<file path="config.mk">
export PLATFORM = sky130hd
export DESIGN_NAME = pt_walker
export DESIGN_NICKNAME = d
export VERILOG_FILES = /design/src/rtl/ptw_pkg.sv /design/src/rtl/ptw_pte_addr.sv /design/src/rtl/ptw_pte_eval.sv /design/src/rtl/pt_walker.sv
export SDC_FILE = /design/constraint.sdc
export NUM_CORES = 1
export LEC_CHECK = 0
export BUFFER_PORTS_ARGS = -buffer_cell sky130_fd_sc_hd__buf_2
export CORE_MARGIN = 1.5
export CORE_UTILIZATION = 30
export CTS_BUF_LIST = sky130_fd_sc_hd__clkbuf_4 sky130_fd_sc_hd__clkbuf_8 sky130_fd_sc_hd__clkbuf_16
export DETAILED_ROUTE_END_ITERATION = 6
export MAX_ROUTING_LAYER = met4
export PLACE_DENSITY_LB_ADDON = 0.25
export SYNTH_ARGS = -nofsm -noshare
export SYNTH_HDL_FRONTEND = slang
export SYNTH_HIERARCHICAL = 1
export SYNTH_SLANG_ARGS = --single-unit
</file>
<file path="constraint.sdc">
create_clock -name clk -period 2.8 [get_ports clk]
set_clock_uncertainty 0.1 [all_clocks]
set_input_delay 0.56 -clock clk [delete_from_list [all_inputs] [get_ports clk]]
set_output_delay 0.56 -clock clk [all_outputs]
set_load 0.01 [all_outputs]
</file>
<file path="src/rtl/ptw_pkg.sv">
// Shared types for the page table walker.
// Assumes 32-bit entries with the flag layout V,R,W,X in bits 0..3.
package ptw_pkg;
    typedef enum logic [1:0] {
        ACC_FETCH = 2'd0,
        ACC_LOAD  = 2'd1,
        ACC_STORE = 2'd2,
        ACC_LOAD2 = 2'd3
    } acc_e;

    typedef enum logic [2:0] {
        FLT_NONE    = 3'd0,
        FLT_INVALID = 3'd1,
        FLT_NO_LEAF = 3'd2,
        FLT_FETCH   = 3'd3,
        FLT_LOAD    = 3'd4,
        FLT_STORE   = 3'd5
    } flt_e;

    typedef enum logic [1:0] {
        ST_IDLE,
        ST_REQ,
        ST_WAIT,
        ST_RESP
    } st_e;

    typedef enum logic [1:0] {
        EV_LEAF,
        EV_DESCEND,
        EV_FAULT
    } ev_e;

    localparam int BIT_V = 0;
    localparam int BIT_R = 1;
    localparam int BIT_W = 2;
    localparam int BIT_X = 3;
    localparam int FLAG_W = 8;
endpackage

</file>
<file path="src/rtl/ptw_pte_addr.sv">
// Forms the byte address of one entry: table base page shifted to a
// byte address plus the index scaled by the entry size.
// Assumes the scaled index fits within one page.
module ptw_pte_addr #(
    parameter int PPN_W = 22,
    parameter int OFF_W = 12,
    parameter int IDX_W = 10,
    parameter int PTE_W = 32
) (
    input  logic [PPN_W-1:0]       base_ppn,
    input  logic [IDX_W-1:0]       idx,
    output logic [PPN_W+OFF_W-1:0] addr
);
    localparam int AW      = PPN_W + OFF_W;
    localparam int PTE_LG2 = $clog2(PTE_W / 8);

    // Base of the table plus scaled index.
    always_comb begin
        addr = {base_ppn, {OFF_W{1'b0}}} + (AW'(idx) << PTE_LG2);
    end
endmodule

</file>
<file path="src/rtl/ptw_pte_eval.sv">
// Classifies one fetched entry as leaf, pointer or fault. It applies
// the validity rule, the pointer rule (fault at the bottom level) and
// the per-access permission rule. Purely combinational.
module ptw_pte_eval
    import ptw_pkg::*;
#(
    parameter int PTE_W = 32,
    parameter int PPN_W = 22
) (
    input  logic [PTE_W-1:0] pte,
    input  logic             at_bottom,
    input  logic [1:0]       acc,
    output ev_e              ev,
    output logic [2:0]       code,
    output logic [PPN_W-1:0] ppn
);
    logic v, r, w, x;

    assign v   = pte[BIT_V];
    assign r   = pte[BIT_R];
    assign w   = pte[BIT_W];
    assign x   = pte[BIT_X];
    assign ppn = pte[PTE_W-1 -: PPN_W];

    // Decide the outcome of this level.
    always_comb begin
        ev   = EV_FAULT;
        code = FLT_NONE;
        if (!v || (!r && w)) begin
            code = FLT_INVALID;
        end else if (!r && !w && !x) begin
            if (at_bottom) code = FLT_NO_LEAF;
            else           ev   = EV_DESCEND;
        end else begin
            case (acc)
                ACC_FETCH: if (r && x) ev = EV_LEAF; else code = FLT_FETCH;
                ACC_STORE: if (w)      ev = EV_LEAF; else code = FLT_STORE;
                default:   if (r)      ev = EV_LEAF; else code = FLT_LOAD;
            endcase
        end
    end
endmodule

</file>
<file path="src/rtl/pt_walker.sv">
// Two-level page table walker. It accepts one request when idle, reads
// one entry per level over a valid/ready request, valid response port,
// and pulses done or fault for one cycle with the results held after.
// Assumes memory returns exactly one response per accepted read.
module pt_walker
    import ptw_pkg::*;
#(
    parameter int IDX_W = 10,
    parameter int OFF_W = 12,
    parameter int PPN_W = 22,
    parameter int PTE_W = 32
) (
    input  logic                     clk,
    input  logic                     rst_n,
    input  logic                     req_valid,
    output logic                     req_ready,
    input  logic [OFF_W+2*IDX_W-1:0] req_vaddr,
    input  logic [1:0]               req_acc,
    input  logic [PPN_W-1:0]         root_ppn,
    output logic                     mem_req_valid,
    input  logic                     mem_req_ready,
    output logic [PPN_W+OFF_W-1:0]   mem_req_addr,
    input  logic                     mem_rsp_valid,
    input  logic [PTE_W-1:0]         mem_rsp_data,
    output logic                     done,
    output logic                     fault,
    output logic [2:0]               fault_code,
    output logic [PPN_W+OFF_W-1:0]   paddr,
    output logic [FLAG_W-1:0]        pte_flags,
    output logic [4:0]               page_shift
);
    localparam int VA_W = OFF_W + 2 * IDX_W;
    localparam int PA_W = PPN_W + OFF_W;

    st_e               state;
    logic              lvl_q;
    logic [VA_W-1:0]   va_q;
    logic [1:0]        acc_q;
    logic [PPN_W-1:0]  base_q;
    logic [PA_W-1:0]   paddr_q;
    logic [FLAG_W-1:0] flags_q;
    logic [2:0]        code_q;
    logic              done_q, fault_q;

    logic [IDX_W-1:0]  idx;
    ev_e               ev;
    logic [2:0]        ev_code;
    logic [PPN_W-1:0]  pte_ppn;

    // Index of the current level: upper bits at level 1, middle at level 0.
    assign idx = lvl_q ? va_q[VA_W-1 -: IDX_W] : va_q[OFF_W +: IDX_W];

    ptw_pte_addr #(.PPN_W(PPN_W), .OFF_W(OFF_W), .IDX_W(IDX_W), .PTE_W(PTE_W)) i_addr (
        .base_ppn (base_q),
        .idx      (idx),
        .addr     (mem_req_addr)
    );

    ptw_pte_eval #(.PTE_W(PTE_W), .PPN_W(PPN_W)) i_eval (
        .pte       (mem_rsp_data),
        .at_bottom (!lvl_q),
        .acc       (acc_q),
        .ev        (ev),
        .code      (ev_code),
        .ppn       (pte_ppn)
    );

    assign req_ready     = (state == ST_IDLE);
    assign mem_req_valid = (state == ST_REQ);
    assign done          = done_q;
    assign fault         = fault_q;
    assign fault_code    = code_q;
    assign paddr         = paddr_q;
    assign pte_flags     = flags_q;
    assign page_shift    = 5'(OFF_W);

    // Walk sequencing and result capture.
    always_ff @(posedge clk) begin
        if (!rst_n) begin
            state   <= ST_IDLE;
            lvl_q   <= 1'b0;
            va_q    <= '0;
            acc_q   <= '0;
            base_q  <= '0;
            paddr_q <= '0;
            flags_q <= '0;
            code_q  <= FLT_NONE;
            done_q  <= 1'b0;
            fault_q <= 1'b0;
        end else begin
            done_q  <= 1'b0;
            fault_q <= 1'b0;
            case (state)
                ST_IDLE: if (req_valid) begin
                    va_q   <= req_vaddr;
                    acc_q  <= req_acc;
                    base_q <= root_ppn;
                    lvl_q  <= 1'b1;
                    state  <= ST_REQ;
                end
                ST_REQ: if (mem_req_ready) state <= ST_WAIT;
                ST_WAIT: if (mem_rsp_valid) begin
                    case (ev)
                        EV_DESCEND: begin
                            base_q <= pte_ppn;
                            lvl_q  <= 1'b0;
                            state  <= ST_REQ;
                        end
                        EV_LEAF: begin
                            paddr_q <= {pte_ppn, va_q[OFF_W-1:0]};
                            flags_q <= mem_rsp_data[FLAG_W-1:0];
                            code_q  <= FLT_NONE;
                            done_q  <= 1'b1;
                            state   <= ST_RESP;
                        end
                        default: begin
                            code_q  <= ev_code;
                            fault_q <= 1'b1;
                            state   <= ST_RESP;
                        end
                    endcase
                end
                default: state <= ST_IDLE;
            endcase
        end
    end

    // Accepted request makes the walker busy on the next cycle.
    assert_busy_after_accept_R2: assert property (@(posedge clk) disable iff (!rst_n)
        (req_valid && req_ready) |=> !req_ready);

    // No memory traffic while idle.
    assert_idle_quiet_R2: assert property (@(posedge clk) disable iff (!rst_n)
        req_ready |-> !mem_req_valid);

    // Read request held with a stable address under backpressure.
    assert_req_held_R4: assert property (@(posedge clk) disable iff (!rst_n)
        (mem_req_valid && !mem_req_ready) |=> (mem_req_valid && $stable(mem_req_addr)));

    // Fault always carries a nonzero cause.
    assert_fault_coded_R5: assert property (@(posedge clk) disable iff (!rst_n)
        fault |-> (fault_code != 3'd0));

    // Success always carries a zero cause.
    assert_done_clean_R8: assert property (@(posedge clk) disable iff (!rst_n)
        done |-> (fault_code == 3'd0));

    // Completion pulses never overlap.
    assert_excl_R10: assert property (@(posedge clk) disable iff (!rst_n)
        !(done && fault));

    // Completion pulses last a single cycle.
    assert_pulse_R10: assert property (@(posedge clk) disable iff (!rst_n)
        (done || fault) |=> !(done || fault));

    // Results are held while idle with no new request.
    assert_hold_R10: assert property (@(posedge clk) disable iff (!rst_n)
        (req_ready && !req_valid) |=> ($stable(paddr) && $stable(fault_code) && $stable(pte_flags)));
endmodule

</file>
==> summary.txt <==
Status
  – Outcome: completed

Layout
  – Nets: 742
  – Layout fillers: 1793
  – Cell area after layout: 6080 sq um
  – Synth-to-layout area growth: 16.6%
  – Share of cells above drive strength 1: 33.5%
  – Storage element area: 2120 sq um
  – Area occupied by multi-input gates: 2370 sq um

Power
  – Power per Cell Area: 563 nW/um^2
  – Max VDD drop: 260 uV
  – Lkg Pwr: 2.63 nW

Route
  – 1st-iter DRT viols: 151
  – Met2 wire length: 6120 um
  – Vias/cell: 4.61
  – Routed Antenna Nets: 0
  – Drt wl/cell: 14.9 um
  – M1 wire length: 6080 um
  – DR WL met3: 765 um
  – Vias: 4056
  – Max Used Layer: met4
  – DRC: 0
  – WL final: 13100 um
  – DR pass1 iterations: 4

Floorplanning
  – Core area: 17100 sq um
  – Die width: 135 um
  – Die area: 18200 sq um
  – Io pins: 181
  – Initial Util: 30.5%
  – Die H: 135 um
  – Row count: 48

Timing
  – PnR worst setup slack: 0.581 ns
  – Unrepaired setup endpoints after global routing: no
  – Final setup violating endpoints: 0
  – Slew Limit Fails: 0
  – Slew HR: 48.5%
  – Worst slew pin tran: 0.773 ns
  – Endpoints failing hold: 0
  – Setup_tns: 0 ns
  – Min cycle time layout: 2.22 ns
  – Period utilisation layout: 79.3%
  – FMAX: 451 MHz

Placement
  – Post-DP Area: 5770 sq um
  – Final HPWL DP: 9010 um
  – Gpl congestion: 0.738
  – Pre-CTS WS: 0.246 ns
  – Port bufs: 171

Critical path
  – Slowest CP cell: or2_2
  – Worst EP arrival: 2.38 ns
  – Cell Chain, Critical Path: mux2_4 -> o211a_1 -> nor2_1 -> or2_2 -> o21ai_0 -> a21boi_0
  – CP endpoint kind: flip-flop
  – R2r setup slk: 0.58 ns
  – Worst path max stage delay: 0.64 ns
  – Critical-path maximum fanout: 42
  – Startpoint class of the critical path: flip-flop
  – CP Class: reg2reg
  – Worst path required time: 2.97 ns
  – Crit-path leading delay family: simple AND/OR/NAND/NOR gates
  – Worst Path Buf+Inv: 0

Clock network
  – Worst-path clk slew: 0.07 ns
  – CTS tree: yes
  – Worst-Skew Late Latency: 0.34 ns
  – Cts-stage hold buffer count: 0
  – CTS root buffer: clkbuf_16
  – Bufs on Longest Clock Path: 2
  – Cts bufs inserted: 9
  – H-tree depth: 3
  – Clk sinks: 106
  – CTS resizes: 0
  – Post-CTS setup buffer count: 0

Synth
  – Synth top area cells: dfxtp_1 (41%), mux2i_1 (11%), buf_4 (8.9%), a21boi_0 (5.2%), nand3_1 (4.4%)
  – Most common cell in the netlist: dfxtp_1
  – Number of synthesized register bits: 106
  – Seq/Total Area, Yosys: 40.7%
  – Async S/R FF share, synth: 0%
  – Syn Area/Cell: 9.37 sq um
  – Mapped Area: 5220 sq um
  – Yosys warning count: 6
  – Cells after synthesis: 557
  – Cell accounting for the most synthesized area: dfxtp_1
  – Most common library cells after synthesis: dfxtp_1 (106), buf_4 (62), mux2i_1 (56)
  – Number of synthesized flops with an enable pin: 0
  – Top_reg_cell synth: dfxtp_1
  – Synth cell types: 40
  – Synth top area share: 40.7%

GRT
  – Grt ovf: 0
  – Vias in the first global route: 3814
  – Tot GR Track Use: 14.5%
  – Largest net degree at the start of global routing: 56
  – First-pass GRT wire length: 20200 um
  – Initial antenna violation count: 0

Hold path
  – Hold Crit Class: reg2reg

Flow run
  – Max-cap violations: 0
==> layer usage <==
metal | track usage, % | up-vias
li1 | - | 2033
met4 | 4.30 | 0
met3 | 2.97 | 10
met5 | - | -
met1 | 18.4 | 1881
met2 | 23.2 | 132
==> per-stage QoR <==
stage               hold slack [ns]  power, mW  cells  util, %
global route                  0.366       3.60    879     35.5
finish                        0.359       3.43    880     35.5
floorplan                     0.339       2.07    561        -
detailed placement            0.351       2.16    863     33.7
global placement              0.342       2.14    863     33.7
CTS                           0.355       3.50    879     35.5
==> flip-flops by register name (all words and copies together), names as in the netlist <==
signal      cells
fault_code      3
done            1
state           2
va_q           32
fault           1
paddr          34
base_q         22
lvl_q           1
pte_flags       8
acc_q           2
==> layout by cell type (no fill, tap or decap), types with 2 or more instances in the layout <==
cell / instances
buf_2: 170
dfxtp_1: 105
mux2i_1: 56
nand3_1: 46
o21ai_0: 45
nor2b_1: 36
a21boi_0: 36
nand2b_1: 26
o211ai_1: 22
nand2_1: 22
buf_4: 11
mux2_2: 10
a21boi_1: 10
clkbuf_16: 9
conb_1: 7
nor2_1: 5
a21oi_1: 3
o21a_1: 3
buf_12: 3
inv_1: 2
and3_1: 2
clkinvlp_4: 2
==> layout make-up <==
| class | count | share of cell area, % |
|---|---|---|
| well taps | 225 | 4.63 |
| multi-input cells | 346 | 38.9 |
| repair buffers | 184 | 16.3 |
| diodes | 1 | 0.0411 |
| clock inverters | 5 | 1.03 |
| flip-flops and latches | 106 | 34.9 |
| inverters | 2 | 0.123 |
| clock buffers | 11 | 4.05 |
==> worst min-delay path, cell delays in order (launching register included) <==
cell	delay [ns]
dfxtp_1	0.31
nand2_1	0.05
mux2i_1	0.05
==> where the power goes <==
group	internal, mW	total, mW	switching (mW)	leakage [nW]
registers	1.58	1.62	0.0400	0.864
logic	0.237	0.501	0.264	1.62
clock network	0.733	1.30	0.571	0.146
total	2.55	3.43	0.875	2.63
==> cell families (layout without fill, tap and decap cells) <==
family | after synthesis | after routing | synth area share (%)
simple gates | 147 | 147 | 15.6
compound gates | 125 | 125 | 15.8
buf+inv | 109 | 202 | 14.5
flops | 106 | 106 | 40.7
mux | 67 | 67 | 13.2
other cells | 3 | 8 | 0.216
==> path summary, 6_finish.rpt <==
check             startpoint           end  depth (start not counted)
setup reg to reg    acc_q[1]  pte_flags[1]                          6
setup / recovery    acc_q[1]  pte_flags[1]                          6
hold reg to reg    base_q[6]     base_q[6]                          2
hold / removal     base_q[6]     base_q[6]                          2
Note: power is estimated with default switching activity, not from simulation.
